`config.mk`:
```
export PLATFORM = sky130hd
export DESIGN_NAME = cascade_counter
export DESIGN_NICKNAME = d
export VERILOG_FILES = /design/src/rtl/cnt_pkg.sv /design/src/rtl/cnt_mode_sel.sv /design/src/rtl/cnt_nibble.sv /design/src/rtl/cascade_counter.sv
export SDC_FILE = /design/constraint.sdc
export NUM_CORES = 1
export LEC_CHECK = 0
export BUFFER_PORTS_ARGS = -buffer_cell sky130_fd_sc_hd__buf_2
export CORE_UTILIZATION = 45
export DETAILED_ROUTE_END_ITERATION = 12
export GPL_TIMING_DRIVEN = 0
export PLACE_DENSITY = 0.85
export SLEW_MARGIN = 20
export SYNTH_ARGS = -nofsm -noshare
export SYNTH_HDL_FRONTEND = slang
export SYNTH_SLANG_ARGS = --single-unit
```
`constraint.sdc`:
```
create_clock -name clk -period 1.8 [get_ports clk]
set_clock_uncertainty 0.1 [all_clocks]
set_input_delay 0.18 -clock clk [delete_from_list [all_inputs] [get_ports clk]]
set_output_delay 0.18 -clock clk [all_outputs]
set_load 0.03 [all_outputs]
```
`src/rtl/cnt_pkg.sv`:
```
package cnt_pkg;
  localparam int NIB = 4;

  typedef enum logic [1:0] {
    MODE_HOLD  = 2'd0,
    MODE_COUNT = 2'd1,
    MODE_LOAD  = 2'd2,
    MODE_CLEAR = 2'd3
  } mode_e;
endpackage

```
`src/rtl/cnt_mode_sel.sv`:
```
module cnt_mode_sel
  import cnt_pkg::*;
#(
  parameter bit SYNC_CLR = 1'b0
) (
  input  logic  rst_n,
  input  logic  load_n,
  input  logic  en_p,
  input  logic  en_t,
  output mode_e mode
);
  // Fixed precedence: clear, preset, count, hold.
  always_comb begin
    if (SYNC_CLR && !rst_n)   mode = MODE_CLEAR;
    else if (!load_n)         mode = MODE_LOAD;
    else if (en_p && en_t)    mode = MODE_COUNT;
    else                      mode = MODE_HOLD;
  end
endmodule

```
`src/rtl/cnt_nibble.sv`:
```
module cnt_nibble
  import cnt_pkg::*;
#(
  parameter bit ASYNC_CLR = 1'b1
) (
  input  logic           clk,
  input  logic           rst_n,
  input  logic           load_n,
  input  logic [NIB-1:0] din,
  input  logic           en_p,
  input  logic           en_t,
  output logic [NIB-1:0] q,
  output logic           tc
);
  mode_e          mode;
  logic [NIB-1:0] q_r;
  logic [NIB-1:0] q_nx;
  logic           upd;

  cnt_mode_sel #(.SYNC_CLR(!ASYNC_CLR)) u_sel (
    .rst_n  (rst_n),
    .load_n (load_n),
    .en_p   (en_p),
    .en_t   (en_t),
    .mode   (mode)
  );

  // Next-state selection
  always_comb begin
    case (mode)
      MODE_CLEAR: q_nx = '0;
      MODE_LOAD:  q_nx = din;
      MODE_COUNT: q_nx = q_r + 1'b1;
      default:    q_nx = q_r;
    endcase
  end

  assign upd = (mode != MODE_HOLD);

  // State register, reset style picked by parameter
  generate
    if (ASYNC_CLR) begin : g_async
      always_ff @(posedge clk or negedge rst_n) begin
        if (!rst_n)   q_r <= '0;
        else if (upd) q_r <= q_nx;
      end
    end else begin : g_sync
      always_ff @(posedge clk) begin
        if (upd) q_r <= q_nx;
      end
    end
  endgenerate

  assign q  = q_r;
  assign tc = (&q_r) & en_t;
endmodule

```
`src/rtl/cascade_counter.sv`:
```
module cascade_counter
  import cnt_pkg::*;
#(
  parameter int STAGES    = 3,
  parameter bit ASYNC_CLR = 1'b1
) (
  input  logic                    clk,
  input  logic                    rst_n,
  input  logic                    load_n,
  input  logic [STAGES*NIB-1:0]   par_data,
  input  logic                    en_par,
  input  logic                    en_trickle,
  output logic [STAGES*NIB-1:0]   count,
  output logic                    term_cnt
);
  localparam int W = STAGES * NIB;

  logic [STAGES:0] carry;
  logic [W-1:0]    q_all;

  assign carry[0] = en_trickle;

  generate
    for (genvar i = 0; i < STAGES; i++) begin : g_stage
      cnt_nibble #(.ASYNC_CLR(ASYNC_CLR)) u_nib (
        .clk    (clk),
        .rst_n  (rst_n),
        .load_n (load_n),
        .din    (par_data[i*NIB +: NIB]),
        .en_p   (en_par),
        .en_t   (carry[i]),
        .q      (q_all[i*NIB +: NIB]),
        .tc     (carry[i+1])
      );
    end
  endgenerate

  assign count    = q_all;
  assign term_cnt = carry[STAGES];
endmodule

```
==> key figures, run 1 <==
Flow run
  – Number of max-cap violations: 0

Critical path
  – R2R Setup Slk: 0.07 ns
  – R2R depth: 5
  – Biggest cell delay along the critical path: 0.49 ns
  – Slowest stage cell, crit path: or4_1
  – Critical Path RT: 1.89 ns
  – Critical Path End Type: flip-flop
  – Critical path, cell by cell: ha_4, nand4_4, buf_4, or4_1, a31oi_1
  – Crit Path Class: reg2reg
  – Critical-path maximum fanout: 5
  – Critical path's top delay family: simple AND/OR/NAND/NOR gates
  – FF-to-FF End: g_stage[2].u_nib.q[3]
  – Worst r2r src: g_stage[0].u_nib.q[1]
  – CP Launch Type: flip-flop
  – Crit path buf inv count: 1
  – Critical path arrival: 1.82 ns

Finish
  – Share of cells above drive strength 1: 40.7%
  – NumNets Final: 139
  – Antenna diode count: 0
  – Final core utilization: 72.6%
  – Layout area overhead: 41.7%
  – Final std cells w/o fill: 133
  – Max reg flops: 12

Routing
  – Vias per cell: 5.85
  – Vias post-DR: 778
  – # DRC: 0
  – Final ANT Viol Nets: 0
  – Post-DR wirelength/cell: 14.3 um
  – Pre-Repair DR Iteration Count: 4
  – First DRT Iteration DRCs: 20
  – WL final: 1.90 mm

Floorplan
  – Core Region: 1380 um^2
  – Overall die height: 41.7 um
  – Starting density of the core: 51.2%
  – Die W: 41.7 um
  – Number of cell rows: 13
  – Die area: 1740 um^2
  – I/O Pins: 30

Timing
  – RSZ-0062 raised after global routing: no
  – Max-slew violations: 0
  – Final setup viols: 0
  – Setup_tns: 0 ns
  – Fmax achieved: 579 MHz
  – Hold WS: 0.0503 ns
  – Final Hold Viols: 0
  – Rel. slew slack: 69.3%
  – Final worst path period need: 1.73 ns
  – Slew @ Worst Pin: 0.461 ns
  – Final Cycle Share: 95.9%

Clocking
  – Clock sinks: 12
  – CTS HTree Levels: 1
  – Clock transition at the registers of the reported paths: 0.09 ns
  – Root Driver: clkbuf_4
  – Clock buffer count from CTS: 3
  – Clock Tree Buf Depth: 2
  – CTS tree: yes
  – Worst-Skew Late Latency: 0.28 ns

Synthesis
  – Synth area leaders: dfrtp_1, a31oi_1, nor2_1
  – Mean Syn Cell Area: 9.08 um^2
  – Cell Area, Synth: 708 um^2
  – Yosys top cell by area: dfrtp_1
  – Synthesis Warnings: 0
  – Syn_nets: 98
  – FF+latch count, synth: 12
  – Seq/Total Area, Yosys: 42.4%
  – Synth cell types: 19
  – Yosys top cell area share: 42.4%
  – Synth Instances: 78

Worst hold path
  – Worst hold path class: in2reg
  – Hold Path Origin: par_data[6]
  – Worst Hold End: g_stage[1].u_nib.q[2]
  – Hold-critical path depth: 3

Global routing
  – Tot GR Track Use: 22.9%
  – Initial antenna violation count: 0
  – Vias in the first global route: 736
  – Largest net degree at the start of global routing: 13
  – First-pass GRT wire length: 3.04 mm
  – Overflow after GRT: 0

Placement
  – PortBufs: 29
  – Hpwl dp: 1.31 mm
  – Placed cells: 122
  – GPL Wtd Cong: 0.771

Power
  – Maximum vdd drop: 0.000431 V
  – Leakage power: 0.000426 uW
  – Final Total Pwr: 775 uW
  – Pwr/cell area: 772 nW/um^2

Outcome
  – Run status: complete, no violations
==> synth_stat cells <==
cell type  instances
or4_1              2
or3_2              2
or3_1              5
nand2_1            3
clkbuf_1           2
inv_1              3
nand4_1            1
a31oi_1            9
xor2_1             2
ha_1               3
o21ai_0            7
nor2_1            12
nand4_4            2
mux2i_1            1
a21oi_1            3
nor4_1             1
o31ai_1            2
dfrtp_1           12
nand3_1            6
==> through the flow <==
step / worst slack [ns] / instance area [um^2]
after floorplan: 0.00519 / 727
after global placement: 0.0844 / 891
after detailed placement: 0.0432 / 891
after CTS: 0.0476 / 975
after global routing: 0.00937 / 1000
final: 0.0729 / 1000
==> worst register-to-register path, cell delays in order (launching register included) <==
cell and delay, ns:
dfrtp_2 0.41, ha_4 0.18, nand4_4 0.13, buf_4 0.17, or4_1 0.49, a31oi_1 0.17
==> layer usage <==
| metal | GRT usage, % | up-vias | wire, um |
|---|---|---|---|
| li1 | - | 372 | - |
| met1 | 26.9 | 365 | 812 |
| met2 | 40.0 | 35 | 962 |
| met3 | 5.22 | 6 | 101 |
| met4 | 9.03 | 0 | 24 |
| met5 | 0 | - | 0 |
==> timing repair <==
action	CTS	global route
gates resized for setup	4	2
setup endpoints to repair	1	4
pin swaps	0	5
hold buffers	1	0
setup buffers	4	2
endpoints found under the hold margin	12	0
==> worst max path at each step <==
stage | start | endpoint | slack, ns | cells after the start
after floorplan | g_stage[1].u_nib.q[1] | g_stage[2].u_nib.q[3] | 0.005 | 4
after global placement | g_stage[0].u_nib.q[0] | g_stage[2].u_nib.q[3] | 0.08 | 4
after detailed placement | g_stage[0].u_nib.q[0] | g_stage[2].u_nib.q[3] | 0.04 | 4
after CTS | g_stage[1].u_nib.q[0] | term_cnt | 0.05 | 4
after global routing | g_stage[0].u_nib.q[1] | g_stage[2].u_nib.q[3] | 0.009 | 5
final | g_stage[0].u_nib.q[1] | g_stage[2].u_nib.q[3] | 0.07 | 5
==> layout make-up <==
class | count | area (um^2)
Sequential cell | 12 | 304
Clock buffer | 4 | 26.3
Tap cell | 15 | 18.8
Multi-Input combinational cell | 61 | 429
Buffer | 2 | 7.51
Timing Repair Buffer | 36 | 206
Fill cell | 109 | 379
Inverter | 3 | 11.3
==> placed cells by master, fill, tap and decap left out, drive strengths merged, types with 3 or more instances in the layout <==
master and n:
or3 7, a21oi 3, ha 3, a31oi 9, o21ai 7, buf 35
dfrtp 12, clkbuf 6, inv 3, nand2 3, nand4 3, nand3 6
nor2 12
==> kinds of logic (layout without fill, tap and decap cells) <==
| group | Yosys count | in the layout | synth area share [%] |
|---|---|---|---|
| AOI/OAI and AO/OA | 21 | 21 | 17.1 |
| xor gates and xnor gates | 2 | 2 | 2.47 |
| adders and majority gates | 3 | 3 | 5.30 |
| buffers and inverters | 5 | 45 | 2.65 |
| DFF | 12 | 12 | 42.4 |
| muxes | 1 | 1 | 1.41 |
| and+or+nand+nor | 34 | 34 | 28.6 |
==> report_power, final <==
group | internal [uW] | switching, uW | total [uW]
logic | 100 | 154 | 254
registers | 298 | 40.6 | 339
clock network | 85.8 | 95.8 | 182
total | 485 | 290 | 775
(Power assumes the default switching activity.)
==> run 2: changes to the inputs <==
- CORE_UTILIZATION: 45 -> 41
- PLACE_DENSITY: 0.85 -> 0.82
- clock period: 1.8 -> 1.5 ns (I/O delays scaled with it)
==> run 2 against run 1 <==
Clock-buffer cell count is the same; sequential share of layout area grew 0.19 points; clock power grew 13%; worst setup slack lost 0.18 ns; wire length shrank 3.2%; final cell count grew 0.75%; the run now ends with DRC, setup timing left; sequential power grew 20%; register-to-register slack lost 0.18 ns.
==> key figures, run 2 (synthesis results as in run 1) <==
Timing
  – Rel. slew slack: 67.0% (-2.3 points)
  – Worst setup margin: -0.109 ns (-0.182 ns)
  – Final setup viols: 4 (+4)
  – Final Cycle Share: 107% (+11 points)
  – Fmax achieved: 621 MHz (+7.3%)
  – Final worst path period need: 1.61 ns (-0.118 ns)
  – Final Hold Viols: 0 (unchanged)
  – RSZ-0062 raised after global routing: yes
  – Max-slew violations: 0 (unchanged)
  – Slew @ Worst Pin: 0.495 ns (+0.0343 ns)

Power
  – Leakage power: 0.000423 uW (-0.75%)
  – Final Total Pwr: 921 uW (+19%)
  – Pwr/cell area: 909 nW/um^2 (+18%)
  – Maximum vdd drop: 0.000582 V (+35%)

Worst hold path
  – Worst hold path class: in2reg
  – Hold-critical path depth: 3 (unchanged)
  – Hold Path Origin: par_data[4]

Clocking
  – Root Driver: clkbuf_4
  – Clock buffer count from CTS: 3 (unchanged)
  – Clock sinks: 12 (unchanged)
  – CTS tree: yes
  – Clock Tree Buf Depth: 2 (unchanged)
  – CTS HTree Levels: 1 (unchanged)
  – Clock transition at the registers of the reported paths: 0.08 ns (about the same)
  – Worst-Skew Late Latency: 0.27 ns (about the same)

Placement
  – Hpwl dp: 1.30 mm (-0.56%)
  – Dpl ws: -0.0295 ns (-0.0727 ns)
  – GPL Wtd Cong: 0.695 (-9.8%)
  – PortBufs: 29 (unchanged)
  – DP Area: 926 um^2 (+3.9%)

Critical path
  – Crit. Startpoint: g_stage[1].u_nib.q[0]
  – Worst r2r src: g_stage[1].u_nib.q[0]
  – Crit Path Class: reg2reg
  – Critical path arrival: 1.69 ns (-0.13 ns)
  – Critical Path End Type: flip-flop
  – R2R depth: 5 (unchanged)
  – Critical Path RT: 1.58 ns (-0.31 ns)
  – Critical-path maximum fanout: 7 (+2)
  – CP Launch Type: flip-flop

Floorplan
  – I/O Pins: 30 (unchanged)
  – Starting density of the core: 45.4% (-5.8 points)
  – Overall die height: 43.6 um (+4.5%)
  – Die area: 1900 um^2 (+9.3%)
  – Die W: 43.6 um (+4.5%)
  – Number of cell rows: 14 (+1)
  – Core Region: 1560 um^2 (+13%)

Global routing
  – Met1 usage: 27.8% (+0.95 points)
  – Overflow after GRT: 0 (unchanged)
  – Vias in the first global route: 650 (-12%)
  – Met2 usage: 31.3% (-8.7 points)
  – First-pass GRT wire length: 2.84 mm (-6.6%)
  – Met3 Track Usage GR: 4.58% (-0.63 points)
  – Largest net degree at the start of global routing: 13 (unchanged)
  – GRT busiest layer: met2
  – Initial antenna violation count: 0 (unchanged)
  – Tot GR Track Use: 20.3% (-2.6 points)

Outcome
  – Failing checks: DRC, setup timing
  – Run status: complete, but fails checks

Routing
  – Vias post-DR: 758 (-2.6%)
  – First DRT Iteration DRCs: 27 (+35%)
  – WL final: 1.84 mm (-3.2%)
  – # DRC: 8 (+8)
  – Post-DR wirelength/cell: 13.7 um (-3.9%)
  – Vias per cell: 5.66 (-3.3%)
  – Final ANT Viol Nets: 0 (unchanged)
  – Pre-Repair DR Iteration Count: 8 (+4)

Finish
  – Max reg flops: 12 (unchanged)
  – NumNets Final: 139 (unchanged)
  – Share of cells above drive strength 1: 44.9% (+4.2 points)
  – Layout area overhead: 43.1%
  – Antenna diode count: 0 (unchanged)
  – FILL cells: 144 (+32%)
  – Final instance area: 1010 um^2 (+1.0%)
  – Most common cell after layout, fill and taps aside: buf_2
  – Final core utilization: 65.0% (-7.6 points)
  – Most frequent cells in the layout: buf_2, nor2_1, a31oi_1

Flow run
  – Number of max-cap violations: 0 (unchanged)
run 2: timing repair:
action | in CTS | in global routing
endpoints found under the setup margin | 4 | 8
setup buffers | 4 | 2
resized for setup | 2 | 1
endpoints found under the hold margin | 12 | 0
pin swaps | 3 | 5
hold buffers | 1 | 0
cloned | 0 | 0
run 2: final timing paths:
| path | endpoint | slack, ns |
|---|---|---|
| setup reg to reg | g_stage[2].u_nib.q[1] | -0.11 |
| hold reg to reg | g_stage[2].u_nib.q[3] | 0.52 |
| min in group asynchronous | g_stage[1].u_nib.q[3] | 0.18 |
| setup / recovery | g_stage[2].u_nib.q[1] | -0.11 |
| max in group asynchronous | g_stage[2].u_nib.q[1] | 0.87 |
| hold / removal | g_stage[1].u_nib.q[0] | 0.02 |
run 2: power by group:
group          internal [uW]  total [uW]  switching (uW)
combinational            122         307             185
sequential               360         407            46.9
clock                    103         206             104
run 2: per-layer routing:
layer / vias to the layer above / wire length (um)
met3: 2 / 103
met2: 24 / 875
met1: 358 / 846
met5: - / 0
li1: 374 / -
met4: 0 / 13
run 2: critical path: stages, from the launching register on:
cell     delay [ns]
dfrtp_2        0.42
ha_4           0.16
nand4_4        0.15
buf_4          0.18
or3_4          0.35
a31oi_1        0.17
run 2: stage by stage:
stage          hold WS (ns)  cells  TNS [ns]
6_report             0.0218    134    -0.272
5_1_grt              0.0122    134    -0.657
4_1_cts              0.0159    132    -0.164
3_5_place_dp        -0.0569    123   -0.0403
3_3_place_gp        -0.0569    123         0
2_1_floorplan        -0.246     78    -0.157
run 2: cell type report:
type                       count  area [um^2]  area share (%)
sequential                    12          309            30.5
timing repair buffer          36          206            20.4
multi-input combinational     61          433            42.7
clock buffer                   4         26.3            2.59
buffer                         2         7.51           0.741
inverter                       3         11.3            1.11
tap                           16         20.0            1.98
==> run 3: changes to the inputs <==
- ABC_AREA: not set -> 1
- CORE_UTILIZATION: 41 -> 42
- PLACE_DENSITY: 0.82 -> 0.83
==> run 3 against run 2 <==
The run ends with DRC, hold timing, setup timing left; global-route usage increased by 3.7 points; core utilization increased by 14 points; critical path depth increased by 1; cell area increased by 22%; wire length increased by 14%; worst setup slack got worse by 0.066 ns; fmax decreased by 4.0%; first-iteration DRC count decreased by 15%; via count increased by 13%; non-clock buffer count increased by 15; synthesized cell count increased by 26%; critical path type is now reg2out; critical endpoint is now term_cnt; largest cell class unchanged.
==> key figures, run 3 <==
Global routing
  – Vias in the first global route: 830 (+28%)
  – Largest net degree at the start of global routing: 13 (unchanged)
  – Tot GR Track Use: 24.0% (+3.7 points)
  – Initial antenna violation count: 0 (unchanged)
  – First-pass GRT wire length: 3.40 mm (+20%)
  – Overflow after GRT: 0 (unchanged)

Timing
  – Slew @ Worst Pin: 0.299 ns (-0.196 ns)
  – RSZ-0062 raised after global routing: yes
  – Final setup viols: 1 (-3)
  – Final worst path period need: 1.68 ns (+0.0662 ns)
  – Max-slew violations: 0 (unchanged)
  – Final Cycle Share: 112% (+4.4 points)
  – Worst setup margin: -0.175 ns (-0.0662 ns)
  – Final Hold Viols: 1 (+1)
  – Hold WS: -0.00560 ns (-0.0274 ns)
  – Rel. slew slack: 80.0% (+13 points)
  – Fmax achieved: 597 MHz (-4.0%)

Synthesis
  – Synthesis Warnings: 0 (unchanged)
  – Yosys top cell area share: 40.3% (-2.1 points)
  – Yosys top cell by area: dfrtp_1
  – Count leader, synth: nand2_1
  – Synth area leaders: dfrtp_1, nand2_1, nand3_1
  – Synth Instances: 98 (+26%)
  – Cell Area, Synth: 746 um^2 (+5.3%)
  – Syn_nets: 118 (+20%)
  – Synth cell types: 18 (-1)
  – Post-synth EDFFs: 0 (unchanged)
  – FF+latch count, synth: 12 (unchanged)
  – Main synth FF type: dfrtp_1
  – Seq/Total Area, Yosys: 40.3% (-2.1 points)
  – Mean Syn Cell Area: 7.61 um^2 (-16%)
  – Asr flop ratio synth: 100% (unchanged)
  – Most frequent cells after synthesis: nand2_1, nand3_1, dfrtp_1, inv_1

Critical path
  – Critical Path End Type: output port
  – Biggest cell delay along the critical path: 0.40 ns (-0.02 ns)
  – Critical-path maximum fanout: 2 (-5)
  – Critical path arrival: 1.43 ns (-0.26 ns)
  – R2R Setup Slk: 0.07 ns (+0.18 ns)
  – FF-to-FF End: g_stage[1].u_nib.q[2]
  – Critical path, cell by cell: ha_4, nand2_4, nor2_4, inv_2, nor4_4, buf_6
  – CP Launch Type: flip-flop
  – Slowest stage cell, crit path: dfrtp_2
  – Critical Path RT: 1.25 ns (-0.33 ns)
  – Crit path to: term_cnt
  – Worst r2r src: g_stage[0].u_nib.q[1]
  – R2R depth: 8 (+3)
  – Crit. Startpoint: g_stage[1].u_nib.q[0]
  – Crit Path Class: reg2out

Floorplan
  – Overall die height: 44.1 um (+1.3%)
  – Die W: 44.1 um (+1.3%)
  – I/O Pins: 30 (unchanged)
  – Core Region: 1580 um^2 (+1.1%)
  – Die area: 1950 um^2 (+2.7%)
  – Number of cell rows: 14 (unchanged)
  – Starting density of the core: 47.3% (+1.9 points)

Placement
  – PortBufs: 29 (unchanged)
  – GPL Wtd Cong: 0.809 (+16%)
  – DP Area: 948 um^2 (+2.4%)
  – Hpwl dp: 1.28 mm (-1.8%)

Power
  – Combinational Power Share: 32.9% (-0.5 points)
  – Pwr/cell area: 796 nW/um^2 (-12%)
  – Power share of the sequential group: 40.1% (-4.1 points)
  – Clock power frac: 27.0% (+4.6 points)
  – Leakage power: 0.000626 uW (+48%)
  – Psw: 342 uW (+2.1%)
  – Sw frac: 34.7% (-1.7 points)
  – Internal power: 645 uW (+10%)
  – Maximum vdd drop: 0.000575 V (-1.2%)

Finish
  – Antenna diode count: 0 (unchanged)
  – FILL cells: 101 (-30%)
  – NumNets Final: 175 (+26%)
  – Most common cell after layout, fill and taps aside: nand2_1
  – Share of cells above drive strength 1: 46.1% (+1.2 points)
  – Most frequent cells in the layout: nand2_1, buf_2, nand3_1
  – Final instance area: 1240 um^2 (+22%)
  – Max reg flops: 12 (unchanged)
  – Layout area overhead: 66.3%

Clocking
  – Clock sinks: 12 (unchanged)
  – CTS HTree Levels: 1 (unchanged)
  – Clock buffer count from CTS: 3 (unchanged)
  – Clock Tree Buf Depth: 2 (unchanged)
  – CTS tree: yes
  – Root Driver: clkbuf_4
  – Worst-Skew Late Latency: 0.28 ns (about the same)
  – Clock transition at the registers of the reported paths: 0.08 ns (about the same)

Flow run
  – Number of max-cap violations: 0 (unchanged)

Routing
  – Vias post-DR: 858 (+13%)
  – Post-DR wirelength/cell: 12.3 um (-10%)
  – # DRC: 4 (-4)
  – Vias per cell: 5.05 (-11%)
  – Final ANT Viol Nets: 0 (unchanged)
  – First DRT Iteration DRCs: 23 (-15%)
  – Pre-Repair DR Iteration Count: 8 (unchanged)
  – WL final: 2.10 mm (+14%)

Outcome
  – Failing checks: DRC, hold timing, setup timing
  – Run status: complete, but fails checks

Worst hold path
  – Worst hold path class: in2reg
run 3: cell count changes after synthesis, sizes merged, moves of 4 or more:
cell / delta
nand2: +32
o21ai: -6
a31oi: -9
inv: +4
nor2: -6
or3: -7
nand3: +19
run 3: cell families after synthesis:
group / Yosys count / share of synthesized area [%]
simple gates: 70 / 45.1
xor+xnor: 2 / 2.35
compound gates: 3 / 3.02
flops: 12 / 40.3
buf+inv: 8 / 4.19
fa+ha+maj: 3 / 5.03
run 3: power by group through the flow:
stage / logic (uW) / clock network (uW) / registers (uW)
3_3_place_gp: 234 / 0 / 403
4_1_cts: 317 / 263 / 395
3_5_place_dp: 242 / 0 / 406
6_report: 324 / 266 / 396
2_1_floorplan: 93.3 / 0 / 465
5_1_grt: 355 / 284 / 402
run 3: per-stage QoR:
step	setup TNS, ns	setup WS (ns)	instances	util (%)	power (uW)
finish	-0.175	-0.175	170	78.7	987
detailed placement	-0.0135	-0.0135	143	60.2	648
floorplan	-0.0959	-0.0959	98	-	559
global placement	0	0.00473	143	60.2	638
CTS	-0.102	-0.102	170	77.5	975
global route	-0.293	-0.242	170	78.7	1040
run 3: worst max-delay path, delay by kind of cell (launching register included):
kind	cells	cell delay [ns]
DFF	1	0.40
and+or+nand+nor	3	0.35
adders and majority gates	1	0.16
buffers and inverters	2	0.24
run 3: repair_timing:
item / in CTS / in global routing
hold endpoints to repair: 22 / 0
pin swaps: 5 / 0
resized for setup: 8 / 4
hold buffers: 11 / 0
setup buffers: 12 / 0
endpoints found under the setup margin: 1 / 6
run 3: how the worst min path moves through the flow:
stage	start	end	slack, ns	depth (start not counted)
global route	par_data[0]	g_stage[0].u_nib.q[0]	0.007	3
detailed placement	rst_n	g_stage[2].u_nib.q[1]	-0.05	1
floorplan	rst_n	g_stage[0].u_nib.q[0]	-0.25	0
finish	par_data[0]	g_stage[0].u_nib.q[0]	-0.006	3
global placement	rst_n	g_stage[2].u_nib.q[0]	-0.06	1
CTS	par_data[0]	g_stage[0].u_nib.q[0]	0.008	3
run 3: routing by layer:
metal  vias to the layer above  wire length, um  track usage (%)
met2                        28             1170             42.4
met3                         5               80             2.45
li1                        433                -                -
met5                         -                0                0
met1                       392              808             28.8
met4                         0               40             12.1
run 3: area by class of cell:
type,count,area (um^2),area share (%)
multi-input cells,78,492,39.7
repair buffers,52,355,28.7
flip-flops and latches,12,305,24.6
clock buffers,4,36.3,2.93
inverters,7,26.3,2.12
well taps,16,20.0,1.61
plain buffers,1,5.00,0.404
